## config.mk

```make
export PLATFORM = sky130hd
export DESIGN_NAME = lnk_frame_tx
export DESIGN_NICKNAME = d
export VERILOG_FILES = /design/src/rtl/lnk_tx_pkg.sv /design/src/rtl/lnk_hold_sync.sv /design/src/rtl/lnk_byte_mux.sv /design/src/rtl/lnk_seq.sv /design/src/rtl/lnk_frame_tx.sv
export SDC_FILE = /design/constraint.sdc
export NUM_CORES = 1
export LEC_CHECK = 0
export ABC_AREA = 1
export BUFFER_PORTS_ARGS = -buffer_cell sky130_fd_sc_hd__buf_2
export CORE_UTILIZATION = 30
export CTS_CLUSTER_DIAMETER = 200
export DETAILED_ROUTE_END_ITERATION = 12
export PLACE_DENSITY_LB_ADDON = 0.08
export SYNTH_ARGS = -nofsm -noshare
export SYNTH_HDL_FRONTEND = slang
export SYNTH_SLANG_ARGS = --single-unit
```

## constraint.sdc

```tcl
create_clock -name clk -period 5.1 [get_ports clk]
set_clock_uncertainty 0.1 [all_clocks]
set_input_delay 1.53 -clock clk [delete_from_list [all_inputs] [get_ports clk]]
set_output_delay 1.53 -clock clk [all_outputs]
set_load 0.02 [all_outputs]
```

## src/rtl/lnk_tx_pkg.sv

```systemverilog
package lnk_tx_pkg;

  localparam int PKT_W  = 104;
  localparam int BYTE_W = 8;
  localparam int IDX_W  = 4;

  typedef struct packed {
    logic [31:0] src;
    logic [31:0] data;
    logic [31:0] dst;
    logic [3:0]  ctrl;
    logic [1:0]  dmode;
    logic        wr;
    logic        acc;
  } pkt_t;

  localparam logic [1:0]       DM_WIDE    = 2'b11;
  localparam logic [IDX_W-1:0] BEAT_SHORT = 4'd9;
  localparam logic [IDX_W-1:0] BEAT_LONG  = 4'd13;
  localparam logic [IDX_W-1:0] BEAT_BODY  = 4'd6;
  localparam logic [IDX_W-1:0] BEAT_UPPER = 4'd10;

  function automatic logic is_wide(pkt_t p);
    return p.wr && (p.dmode == DM_WIDE);
  endfunction

endpackage

```

## src/rtl/lnk_hold_sync.sv

```systemverilog
module lnk_hold_sync #(
  parameter int STAGES = 2,
  parameter int W      = 2
) (
  input  logic         clk,
  input  logic         rst_n,
  input  logic [W-1:0] async_i,
  output logic [W-1:0] sync_o
);
  logic [STAGES-1:0][W-1:0] chain_q;

  always_ff @(posedge clk) begin
    if (!rst_n) begin
      chain_q <= '0;
    end else begin
      chain_q[0] <= async_i;
      for (int i = 1; i < STAGES; i++) chain_q[i] <= chain_q[i-1];
    end
  end

  assign sync_o = chain_q[STAGES-1];
endmodule

```

## src/rtl/lnk_byte_mux.sv

```systemverilog
module lnk_byte_mux
  import lnk_tx_pkg::*;
(
  input  pkt_t              pkt,
  input  logic [IDX_W-1:0]  idx,
  input  logic              active,
  output logic [BYTE_W-1:0] byte_o
);
  logic [31:0]      lo_word;
  logic [IDX_W-1:0] off;
  logic [1:0]       lane;

  assign lo_word = pkt.wr ? pkt.data : pkt.src;
  assign off     = idx - BEAT_BODY;
  assign lane    = off[1:0];

  function automatic logic [BYTE_W-1:0] pick(logic [31:0] w, logic [1:0] l);
    return w[BYTE_W*(3-int'(l)) +: BYTE_W];
  endfunction

  always_comb begin
    byte_o = '0;
    if (active) begin
      case (idx)
        4'd0:                  byte_o = '0;
        4'd1:                  byte_o = {pkt.ctrl, pkt.dst[31:28]};
        4'd2:                  byte_o = pkt.dst[27:20];
        4'd3:                  byte_o = pkt.dst[19:12];
        4'd4:                  byte_o = pkt.dst[11:4];
        4'd5:                  byte_o = {pkt.dst[3:0], pkt.dmode, pkt.wr, pkt.acc};
        4'd6, 4'd7, 4'd8, 4'd9: byte_o = pick(lo_word, lane);
        4'd10, 4'd11, 4'd12, 4'd13: byte_o = pick(pkt.src, lane);
        default:               byte_o = '0;
      endcase
    end
  end
endmodule

```

## src/rtl/lnk_seq.sv

```systemverilog
module lnk_seq
  import lnk_tx_pkg::*;
#(
  parameter int STRIDE = 8
) (
  input  logic             clk,
  input  logic             rst_n,
  input  logic             in_valid,
  input  pkt_t             in_pkt,
  input  logic             rd_hold,
  input  logic             wr_hold,
  output logic             in_ready,
  output pkt_t             cur,
  output logic [IDX_W-1:0] idx,
  output logic             active
);
  logic             active_q;
  logic [IDX_W-1:0] idx_q;
  pkt_t             cur_q;
  logic [IDX_W-1:0] last_idx;
  logic             at_last;
  logic             gate;
  logic             chain_ok;
  logic             take;

  assign last_idx = is_wide(cur_q) ? BEAT_LONG : BEAT_SHORT;
  assign at_last  = active_q && (idx_q == last_idx);
  assign gate     = in_pkt.wr ? wr_hold : rd_hold;
  assign chain_ok = at_last && is_wide(cur_q) && is_wide(in_pkt)
                    && (in_pkt.dst == cur_q.dst + 32'(STRIDE));
  assign in_ready = !gate && (!active_q || chain_ok);
  assign take     = in_valid && in_ready;

  always_ff @(posedge clk) begin
    if (!rst_n) begin
      active_q <= 1'b0;
      idx_q    <= '0;
      cur_q    <= '0;
    end else if (take) begin
      cur_q    <= in_pkt;
      active_q <= 1'b1;
      idx_q    <= active_q ? BEAT_BODY : '0;
    end else if (active_q) begin
      if (at_last) begin
        active_q <= 1'b0;
        idx_q    <= '0;
      end else begin
        idx_q <= idx_q + 1'b1;
      end
    end
  end

  assign cur    = cur_q;
  assign idx    = idx_q;
  assign active = active_q;
endmodule

```

## src/rtl/lnk_frame_tx.sv

```systemverilog
module lnk_frame_tx
  import lnk_tx_pkg::*;
#(
  parameter int SYNC_STAGES = 2,
  parameter int STRIDE      = 8
) (
  input  logic         clk,
  input  logic         rst_n,
  input  logic         in_valid,
  output logic         in_ready,
  input  logic [103:0] in_pkt,
  input  logic         far_rd_hold,
  input  logic         far_wr_hold,
  output logic         lnk_frame,
  output logic [7:0]   lnk_byte
);
  logic [1:0]       hold_s;
  logic             rd_hold_s;
  logic             wr_hold_s;
  pkt_t             cur;
  logic [IDX_W-1:0] idx;
  logic             active;

  lnk_hold_sync #(.STAGES(SYNC_STAGES), .W(2)) u_sync (
    .clk     (clk),
    .rst_n   (rst_n),
    .async_i ({far_wr_hold, far_rd_hold}),
    .sync_o  (hold_s)
  );

  assign rd_hold_s = hold_s[0];
  assign wr_hold_s = hold_s[1];

  lnk_seq #(.STRIDE(STRIDE)) u_seq (
    .clk      (clk),
    .rst_n    (rst_n),
    .in_valid (in_valid),
    .in_pkt   (pkt_t'(in_pkt)),
    .rd_hold  (rd_hold_s),
    .wr_hold  (wr_hold_s),
    .in_ready (in_ready),
    .cur      (cur),
    .idx      (idx),
    .active   (active)
  );

  lnk_byte_mux u_mux (
    .pkt    (cur),
    .idx    (idx),
    .active (active),
    .byte_o (lnk_byte)
  );

  assign lnk_frame = active;
endmodule

```

==> out/results.tsv, run 1 <==
stage	metric	value	unit
status	outcome	finished clean	
global_routing	grt ovf	0	
timing	Period Utilization, post-route	92.6	%
synthesis	Synth Net Count	1230	
setup_path	Buf/Inv on CP	3	
timing	worst-margin pin slew	912	ps
timing	Fin. Hold Viols	0	
die	I/O Pins	119	
setup_path	Worst Path Required	3470	ps
die	area of the die	24000	µm²
place	Port Buffer Count	118	
global_routing	GR Util All Layers	21.3	%
timing	min Tclk post-route	4720	ps
setup_path	Setup crit end kind	output pin	
setup_path	worst setup path class	in -> out	
cells_and_area	share of layout cells above drive strength 1	15.3	%
drt	antenna viol nets, final	0	
drt	drt first pass iters	5	
die	starting density of the core	30.8	%
cells_and_area	Reg area	2260	µm²
cts	CTS tree	yes	
cts	Clock Latency Late Sink	420	ps
cells_and_area	design area	8520	µm²
cells_and_area	Net count, final	1317	
timing	maximum clock rate	0.212	GHz
setup_path	Critical Path Max Stage Delay	180	ps
place	dpl cell area	7870	µm²
drt	DRC	0	
timing	RSZ-0062 raised after global routing	no	
setup_path	crit-path cells	buf_2 -> nand2_1 -> nor2_1 -> buf_4 -> nand4_1 -> nor2_1 -> nand3_1 -> nor2_1 -> nand3_1 -> nor2_1 -> nand3_2 -> a21boi_4 -> buf_2	
drt	post-DR vias/cell	4.80	
drt	drt initial violations	348	
synthesis	Compound-Gate Fraction of Synth Area	16.4	%
synthesis	Post-synth ARST share	0	%
synthesis	sequential share of the synthesized area	32.2	%
synthesis	synthesis-stage register bit count	113	
die	die height	155	µm
timing	setup violators final	0	
cts	clock-pin slew on the worst setup and hold paths	60	ps
global_routing	initial antenna violation count	0	
synthesis	fraction of synthesized area in multiplexers	1.28	%
synthesis	ys flop type	dfxtp_1	
pwr	total power	0.00275	W
cts	H-tree lvl count	4	
global_routing	vias in the first global route	7028	
timing	setup_tns	0	ps
pwr	Leak Pwr	3.63	nW
synthesis	Synth Area in Simple Gates	35.9	%
setup_path	CP Data Arrival Time	3090	ps
synthesis	XOR/XNOR Fraction of Synth Area	3.12	%
min_path	Tightest Hold Check Type	reg -> reg	
die	Die X	155	µm
die	core area	22800	µm²
setup_path	Max FO, Critical Path	3	
cts	CTS max path bufs	2	
cells_and_area	# diodes	0	
cts	Sink Count	113	
run	count of max-cap constraint violations	0	
cells_and_area	area of the multi-input gates	4070	µm²
synthesis	largest family of logic cells by synthesized area	simple AND/OR/NAND/NOR gates	
cells_and_area	# fillers	2567	
synthesis	Netlist cell types	38	
synthesis	Syn Inst Count	1116	
synthesis	Syn. warnings	0	
place	DP HPWL	18200	µm
drt	Vias	7339	
synthesis	number of enable flip-flop cells after synthesis	0	
global_routing	first-pass GRT wire length	38800	µm
synthesis	post-synth top area cell	dfxtp_1	
synthesis	top cell type's share of synthesized area	32.2	%
drt	final wirelength	24900	µm
setup_path	Critical Path Start Type	input port	
place	worst slack, placed	345	ps
timing	Setup WS post-layout	378	ps
place	RePlAce Congestion	0.879	
synthesis	synthesized area per cell	6.29	µm²
timing	Relative slew margins	39.2	%
cts	clk root buf	clkbuf_16	
drt	wire length per cell	16.3	µm
timing	WHS	331	ps
cts	Num CTS Buffers	17	
setup_path	cell family with the largest share of critical-path delay	simple AND/OR/NAND/NOR gates	
pwr	PD cells	323	nW/µm²
synthesis	top cells by area, synth	dfxtp_1 32%, nand2_1 16%, nand3_1 11%	
die	Rows	55	
setup_path	most used cell, CP	nor2_1	
synthesis	Synth Area in Adders	0.892	%
global_routing	largest net degree at the start of global routing	110	
cts	cts hold-fix bufs	0	
timing	Slew Viols, Final	0	
synthesis	Mapped Area	7020	µm²
pwr	VDD IR-drop max	0.190	mV
setup_path	slowest CP cell	buf_2	
cells_and_area	area grow syn2layout	21.4	%
layer usage:
| metal | vias to the layer above | global-route usage (%) | wire, µm |
|---|---|---|---|
| li1 | 3827 | - | - |
| met1 | 3324 | 26.6 | 11200 |
| met2 | 146 | 36.5 | 12200 |
| met3 | 42 | 3.79 | 819 |
| met4 | 0 | 7.50 | 614 |
| met5 | - | 0 | 0 |
through the flow:
| step | instances | util (%) |
|---|---|---|
| 6_report | 1528 | 37.4 |
| 5_1_grt | 1528 | 37.4 |
| 2_1_floorplan | 1116 | - |
| 3_3_place_gp | 1497 | 34.5 |
| 3_5_place_dp | 1497 | 34.5 |
| 4_1_cts | 1528 | 37.4 |
state kept, by name (all words and copies together) (netlist names):
name	count
u_seq.active	1
u_seq.cur	104
u_seq.idx	4
u_sync.chain_q	2
u_sync.sync_o	2
worst reg2reg max path, stage by stage (launching register included):
cell      delay (ps)
dfxtp_1          430
ha_1             270
nand2_2          110
nor2_8           210
nand2_2          120
nor2_1           330
nand2_1           90
nand2_1           80
nand2_1           50
nand2_1           70
nand4_1           80
nor2_1           140
nand3_2          130
a21boi_4         150
buf_4            470
buf_4            590
nand3_1          220
a21oi_1          160
cell type report:
cell class / instances / share of cell area (%)
multi-input combinational: 825 / 47.7
inverter: 116 / 5.13
timing repair buffer: 130 / 8.31
clock buffer: 17 / 4.99
tap: 313 / 4.60
clock inverter: 14 / 2.64
sequential: 113 / 26.6
path summary, 6_finish.rpt:
path / slack (ps) / endpoint / from / cells past startpoint
worst max-delay path: 380 / in_ready / in_pkt[1] / 13
worst min-delay path: 330 / u_sync.sync_o[0] / u_sync.chain_q[0] / 2
worst max register to register: 1230 / u_seq.cur[68] / u_seq.cur[11] / 17
worst min register to register: 330 / u_sync.sync_o[0] / u_sync.chain_q[0] / 2
what timing repair did:
item / CTS / global route
setup endpoints to repair: 0 / 1
buffers inserted: 0 / 0
resized for setup: 0 / 1
Yosys cell counts, types with 3 or more instances:
master,instances
xor2_1,18
dfxtp_1,113
inv_2,7
buf_1,5
ha_1,5
nand2_2,4
a211oi_1,12
a221oi_1,8
mux2i_1,9
a21oi_1,127
o21ai_1,3
buf_4,7
xnor2_1,7
nand3_1,160
nand2_1,307
buf_2,12
nor2_4,3
o221ai_1,3
o211ai_1,5
o21bai_1,7
inv_1,109
nor2_1,83
clkbuf_1,37
nand4_1,14
o21ai_0,34
cell usage in the layout (no fill, tap or decap), types with 11 or more instances in the layout:
cell type,count
clkbuf_16,17
nor2_1,83
buf_2,117
o21ai_0,34
xor2_1,18
a21oi_1,127
nand2_1,307
dfxtp_1,112
nand4_1,14
a211oi_1,12
inv_1,109
nand3_1,159
buf_4,11
power breakdown:
group	internal [W]	switching, W	total, W
logic	0.000147	0.000257	0.000404
clock network	0.000873	0.000478	0.00135
registers	0.000940	0.0000593	0.000999
cell families after synthesis:
kind of cell	Yosys count
AOI/OAI and AO/OA	204
xor gates and xnor gates	25
adders and majority gates	5
buffers and inverters	178
muxes	9
and+or+nand+nor	582
DFF	113
Note: power is estimated with default switching activity, not from simulation.
==> run 2, diff against run 1 <==
BUFFER_PORTS_ARGS = -buffer_cell sky130_fd_sc_hd__buf_4   (was -buffer_cell sky130_fd_sc_hd__buf_2)
CORE_ASPECT_RATIO = 1.2   (was unset)
REMOVE_ABC_BUFFERS = 1   (was unset)
==> run 2 against run 1 <==
  * Combinational power rose by 5.9%
  * Sequential cell count did not move
  * Via count rose by 0.71%
  * Core utilization rose by 1.1 points
  * Global-route usage fell by 0.57 points
  * Routed wire length fell by 2.8%
  * Sequential power fell by 0.7%
  * Clock power fell by 16%
  * Register-to-register slack got worse by 400 ps
  * First-iteration DRC count rose by 43%
  * Cell area rose by 2.6%
  * Cell count barely moved
  * Largest cell class unchanged
==> out/results.tsv, run 2 (synthesis gave the netlist of run 1 again) <==
stage	metric	value	unit	change
setup_path	Critical Path Max Stage Delay	210	ps	was 180 ps
cts	clock-pin slew on the worst setup and hold paths	60	ps	about the same
setup_path	Buf/Inv on CP	3		unchanged
timing	worst-margin pin slew	876	ps	was 912 ps
timing	Fin. Hold Viols	0		unchanged
die	Rows	60		was 55
setup_path	Setup crit end kind	output pin		unchanged
global_routing	GR Util All Layers	20.7	%	was 21.3%
timing	RSZ-0062 raised after global routing	no		unchanged
pwr	PD cells	293	nW/µm²	was 323 nW/µm²
setup_path	Worst Path Required	3470	ps	about the same
cells_and_area	# diodes	0		unchanged
die	I/O Pins	119		unchanged
cts	CTS max path bufs	2		unchanged
cts	Setup Buffers After CTS	0		unchanged
global_routing	vias in the first global route	6984		was 7,028
status	outcome	finished clean		unchanged
timing	Period Utilization, post-route	94.3	%	was 92.6%
cells_and_area	Layout Utilization	38.5	%	was 37.4%
global_routing	grt ovf	0		unchanged
cells_and_area	most common cell after layout, fill and taps aside	nand2_1		unchanged
global_routing	largest net degree at the start of global routing	76		was 110
drt	wire length per cell	15.8	µm	was 16.3 µm
drt	post-DR vias/cell	4.83		was 4.80
timing	Setup WS post-layout	292	ps	was 378 ps
cells_and_area	area of the multi-input gates	4070	µm²	unchanged
drt	drt initial violations	496		was 348
pwr	VDD IR-drop max	0.204	mV	was 0.190 mV
place	RePlAce Congestion	0.912		was 0.879
die	area of the die	24000	µm²	about the same
cts	H-tree lvl count	4		unchanged
setup_path	CP Data Arrival Time	3180	ps	was 3090 ps
die	die height	170	µm	was 155 µm
min_path	Tightest Hold Check Type	reg -> reg		unchanged
setup_path	slowest CP cell	a21boi_4		was buf_2
die	starting density of the core	30.9	%	was 30.8%
global_routing	initial antenna violation count	0		unchanged
cts	clk root buf	clkbuf_16		unchanged
timing	Relative slew margins	41.6	%	was 39.2%
drt	DRC	0		unchanged
pwr	Leak Pwr	3.68	nW	was 3.63 nW
run	count of max-cap constraint violations	0		unchanged
global_routing	first-pass GRT wire length	38100	µm	was 38,800 µm
place	worst slack, placed	308	ps	was 345 ps
cts	Num CTS Buffers	17		unchanged
cells_and_area	share of layout cells above drive strength 1	15.5	%	was 15.3%
cts	CTS tree	yes		unchanged
timing	setup violators final	0		unchanged
setup_path	Critical Path Start Type	input port		unchanged
cells_and_area	# fillers	2554		was 2,567
setup_path	Max FO, Critical Path	2		was 3
cts	Sink Count	113		unchanged
drt	Vias	7391		was 7,339
die	Die X	142	µm	was 155 µm
drt	drt first pass iters	5		unchanged
cells_and_area	flip-flop count of the largest register after layout	104		unchanged
cts	CTS resizes	0		unchanged
pwr	total power	0.00256	W	was 0.00275 W
timing	min Tclk post-route	4810	ps	was 4720 ps
drt	final wirelength	24200	µm	was 24,900 µm
setup_path	cell family with the largest share of critical-path delay	simple AND/OR/NAND/NOR gates		unchanged
cells_and_area	area grow syn2layout	24.5	%	was 21.4%
die	core area	22700	µm²	was 22,800 µm²
timing	maximum clock rate	0.208	GHz	was 0.212 GHz
cells_and_area	Reg area	2260	µm²	about the same
drt	antenna viol nets, final	0		unchanged
timing	Slew Viols, Final	0		unchanged
cells_and_area	commonest cells after routing, fill and taps aside	307 x nand2_1, 159 x nand3_1, 131 x buf_4		was 307 x nand2_1, 159 x nand3_1, 127 x a21oi_1
cts	Clock Latency Late Sink	420	ps	about the same
setup_path	worst setup path class	in -> out		unchanged
place	Port Buffer Count	118		unchanged
place	DP HPWL	17700	µm	was 18,200 µm
setup_path	crit-path cells	buf_4 -> xor2_1 -> inv_1 -> nand2_1 -> nand2_1 -> nand3b_1 -> nor2_1 -> nand3_1 -> nor2_1 -> nand3_2 -> a21boi_4 -> buf_4		was buf_2 -> nand2_1 -> nor2_1 -> buf_4 -> nand4_1 -> nor2_1 -> nand3_1 -> nor2_1 -> nand3_1 -> nor2_1 -> nand3_2 -> a21boi_4 -> buf_2
cells_and_area	Net count, final	1320		was 1,317
cts	cts hold-fix bufs	0		unchanged
-- run 2: through the flow --
| stage | area [µm²] | TNS (ps) | hold slack (ps) | cells |
|---|---|---|---|---|
| 2_1_floorplan | 6730 | -6860 | 286 | 1054 |
| 3_3_place_gp | 8180 | 0 | 291 | 1497 |
| 3_5_place_dp | 8180 | 0 | 296 | 1497 |
| 4_1_cts | 8730 | 0 | 309 | 1529 |
| 5_1_grt | 8730 | 0 | 331 | 1529 |
| 6_report | 8730 | 0 | 307 | 1529 |
-- run 2: final timing paths --
check,slack (ps),startpoint,depth (start not counted),endpoint
worst max register to register,830,u_seq.idx[1],17,u_seq.cur[25]
worst min register to register,310,u_sync.chain_q[0],2,u_sync.sync_o[0]
worst min-delay path,310,u_sync.chain_q[0],2,u_sync.sync_o[0]
worst max-delay path,290,in_pkt[16],12,in_ready
-- run 2: area by class of cell --
cell class                      count  area share [%]
Clock buffer                       18            5.03
Clock inverter                     14            1.36
Inverter                          116            5.00
Multi-Input combinational cell    825            46.6
Sequential cell                   113            25.9
Tap cell                          310            4.44
Timing Repair Buffer              133            11.7
-- run 2: tightest hold or removal path, stage by stage (launching register included) --
cell	delay, ps
dfxtp_1	300
nand2_1	40
inv_1	30
-- run 2: power by group --
group          internal [W]  switching [W]
combinational      0.000173       0.000254
clock              0.000648       0.000494
sequential         0.000939      0.0000525
-- run 2: metal layers --
| metal | vias to the layer above | GRT usage, % | routed length, µm |
|---|---|---|---|
| li1 | 3843 | - | - |
| met1 | 3347 | 25.7 | 10800 |
| met3 | 33 | 4.09 | 1080 |
| met5 | - | 0 | 0 |
| met2 | 168 | 35.3 | 11600 |
| met4 | 0 | 7.43 | 667 |
==> run 3, diff against run 2 <==
clock period = 4.1 ns   (was 5.1 ns; I/O delays follow)
==> run 3 against run 2 <==
  * Cell area rose by 12%
  * Total power is 36% higher
  * Critical path type unchanged
  * First-iteration DRC count fell by 19%
  * Die area did not move
  * Largest power group unchanged
  * Largest cell class unchanged
==> out/results.tsv, run 3 (synthesis gave the netlist of run 1 again) <==
stage	metric	value	unit	change
status	outcome	finished clean		unchanged
timing	setup violators final	0		unchanged
cts	CTS max path bufs	2		unchanged
pwr	Leak Pwr	4.18	nW	was 3.68 nW
die	Die X	142	µm	unchanged
timing	Setup WS post-layout	7.69	ps	was 292 ps
place	worst slack, placed	-82.6	ps	was 308 ps
timing	worst-margin pin slew	629	ps	was 876 ps
min_path	WHS Endpoint	u_sync.sync_o[0]		unchanged
global_routing	GR Util All Layers	22.1	%	was 20.7%
cells_and_area	# fillers	2510		was 2,554
setup_path	Critical Path Start Type	input port		unchanged
drt	final wirelength	25900	µm	was 24,200 µm
cells_and_area	Net count, final	1398		was 1,320
setup_path	Crit Reg-Reg Endpoint	u_seq.idx[1]		was u_seq.cur[25]
setup_path	CP Data Arrival Time	2760	ps	was 3180 ps
global_routing	largest net degree at the start of global routing	79		was 76
cts	Num CTS Buffers	17		unchanged
place	Port Buffer Count	118		unchanged
cells_and_area	most common cell after layout, fill and taps aside	nand2_1		unchanged
die	Rows	60		unchanged
timing	min Tclk post-route	4090	ps	
die	I/O Pins	119		unchanged
die	core area	22700	µm²	unchanged
min_path	WHS Path Cells	2		unchanged
drt	Vias	7798		was 7,391
cells_and_area	flip-flop count of the largest register after layout	104		unchanged
cts	clk root buf	clkbuf_16		unchanged
setup_path	Worst Path Required	2770	ps	was 3470 ps
timing	Period Utilization, post-route	99.8	%	
place	RePlAce Congestion	0.883		was 0.912
global_routing	initial antenna violation count	0		unchanged
timing	Relative slew margins	58.0	%	was 41.6%
cells_and_area	area grow syn2layout	39.2	%	was 24.5%
place	DP HPWL	18200	µm	was 17,700 µm
drt	DRC	0		unchanged
setup_path	worst reg-to-reg path cell count	28		was 17
setup_path	Reg-to-Reg Start	u_seq.cur[12]		was u_seq.idx[1]
drt	post-DR vias/cell	4.86		was 4.83
global_routing	vias in the first global route	7724		was 6,984
cts	Sink Count	113		unchanged
drt	drt first pass iters	4		was 5
timing	maximum clock rate	0.244	GHz	
timing	RSZ-0062 raised after global routing	yes		was no
cts	clock-pin slew on the worst setup and hold paths	60	ps	about the same
setup_path	Max FO, Critical Path	2		unchanged
die	starting density of the core	30.9	%	unchanged
pwr	total power	0.00348	W	was 0.00256 W
drt	antenna viol nets, final	0		unchanged
cts	CTS tree	yes		unchanged
die	die height	170	µm	unchanged
die	area of the die	24000	µm²	unchanged
timing	Slew Viols, Final	0		unchanged
cts	Clock Latency Late Sink	430	ps	was 420 ps
cells_and_area	# diodes	0		unchanged
cells_and_area	share of layout cells above drive strength 1	25.8	%	was 15.5%
timing	Fin. Hold Viols	0		unchanged
setup_path	R2R Setup Slk	340	ps	was 830 ps
pwr	PD cells	356	nW/µm²	was 293 nW/µm²
pwr	VDD IR-drop max	0.246	mV	was 0.204 mV
setup_path	Setup crit end kind	output pin		unchanged
global_routing	grt ovf	0		unchanged
cells_and_area	commonest cells after routing, fill and taps aside	296 x nand2_1, 192 x buf_4, 153 x nand3_1		was 307 x nand2_1, 159 x nand3_1, 131 x buf_4
min_path	worst hold start	u_sync.chain_q[0]		unchanged
min_path	Tightest Hold Check Type	reg -> reg		unchanged
global_routing	first-pass GRT wire length	40800	µm	was 38,100 µm
run	count of max-cap constraint violations	0		unchanged
cts	H-tree lvl count	4		unchanged
timing	setup_tns	0	ps	unchanged
setup_path	worst setup path class	in -> out		unchanged
drt	drt initial violations	403		was 496
drt	wire length per cell	16.1	µm	was 15.8 µm
==> run 3: cell types whose count changed in the layout (fill, tap and decap cells not counted), sizes merged <==
| cell | previous run | this run |
|---|---|---|
| buf | 133 | 210 |
| bufinv | 0 | 3 |
| clkinvlp | 5 | 3 |
| inv | 123 | 121 |
| clkbuf | 18 | 19 |
==> run 3: repair_timing <==
| item | 4_1_cts | 5_1_grt |
|---|---|---|
| cloned | 0 | 1 |
| gates resized for setup | 53 | 52 |
| setup endpoints to repair | 9 | 9 |
| setup buffers | 53 | 3 |
| pin swaps | 23 | 28 |
| hold buffers | 0 | 0 |
==> run 3: layout make-up <==
| type | count | area, µm² | area share (%) |
|---|---|---|---|
| Clock buffer | 18 | 439 | 4.50 |
| Sequential cell | 113 | 2280 | 23.4 |
| Multi-Input combinational cell | 825 | 4330 | 44.3 |
| Inverter | 116 | 439 | 4.50 |
| Clock inverter | 13 | 174 | 1.78 |
| Timing Repair Buffer | 211 | 1720 | 17.6 |
| Tap cell | 310 | 388 | 3.97 |
==> run 3: worst max-delay path, stage by stage <==
cell and delay [ps]:
buf_4 120, xor2_1 150, o21bai_1 160, nand2_1 90, nand3b_1 130, nor2_2 160, nand3_2 110, nor2_2 110
nand3_2 130, a21boi_4 220, buf_6 150
==> run 3: worst max path at each step <==
stage	from	to	slack, ps	cells after the start
final	in_pkt[22]	in_ready	8	11
after global routing	in_pkt[14]	in_ready	-70	15
after CTS	in_pkt[21]	in_ready	-0.05	12
after detailed placement	in_pkt[16]	in_ready	-80	12
after global placement	in_pkt[1]	in_ready	-70	13
after floorplan	u_seq.idx[0]	lnk_byte[3]	-1610	8
==> run 3: metrics by stage <==
step / util (%) / hold WS (ps) / instance area, µm² / cells
final: 43.1 / 312 / 9770 / 1606
after floorplan: - / 286 / 6730 / 1054
after global placement: 37.1 / 293 / 8420 / 1524
after CTS: 42.3 / 313 / 9590 / 1607
after global routing: 43.1 / 330 / 9770 / 1606
after detailed placement: 37.1 / 295 / 8420 / 1524
==> run 3: layer usage <==
metal / global-route usage (%) / up-vias / wire length, µm
li1: - / 4002 / -
met1: 26.0 / 3574 / 11200
met2: 38.6 / 166 / 12700
met3: 4.43 / 56 / 979
met4: 9.68 / 0 / 990
met5: 0 / - / 0
==> run 3: report_power, final <==
part / switching, W / internal, W
clock: 0.000596 / 0.000981
combinational: 0.000357 / 0.000308
sequential: 0.0000651 / 0.00117
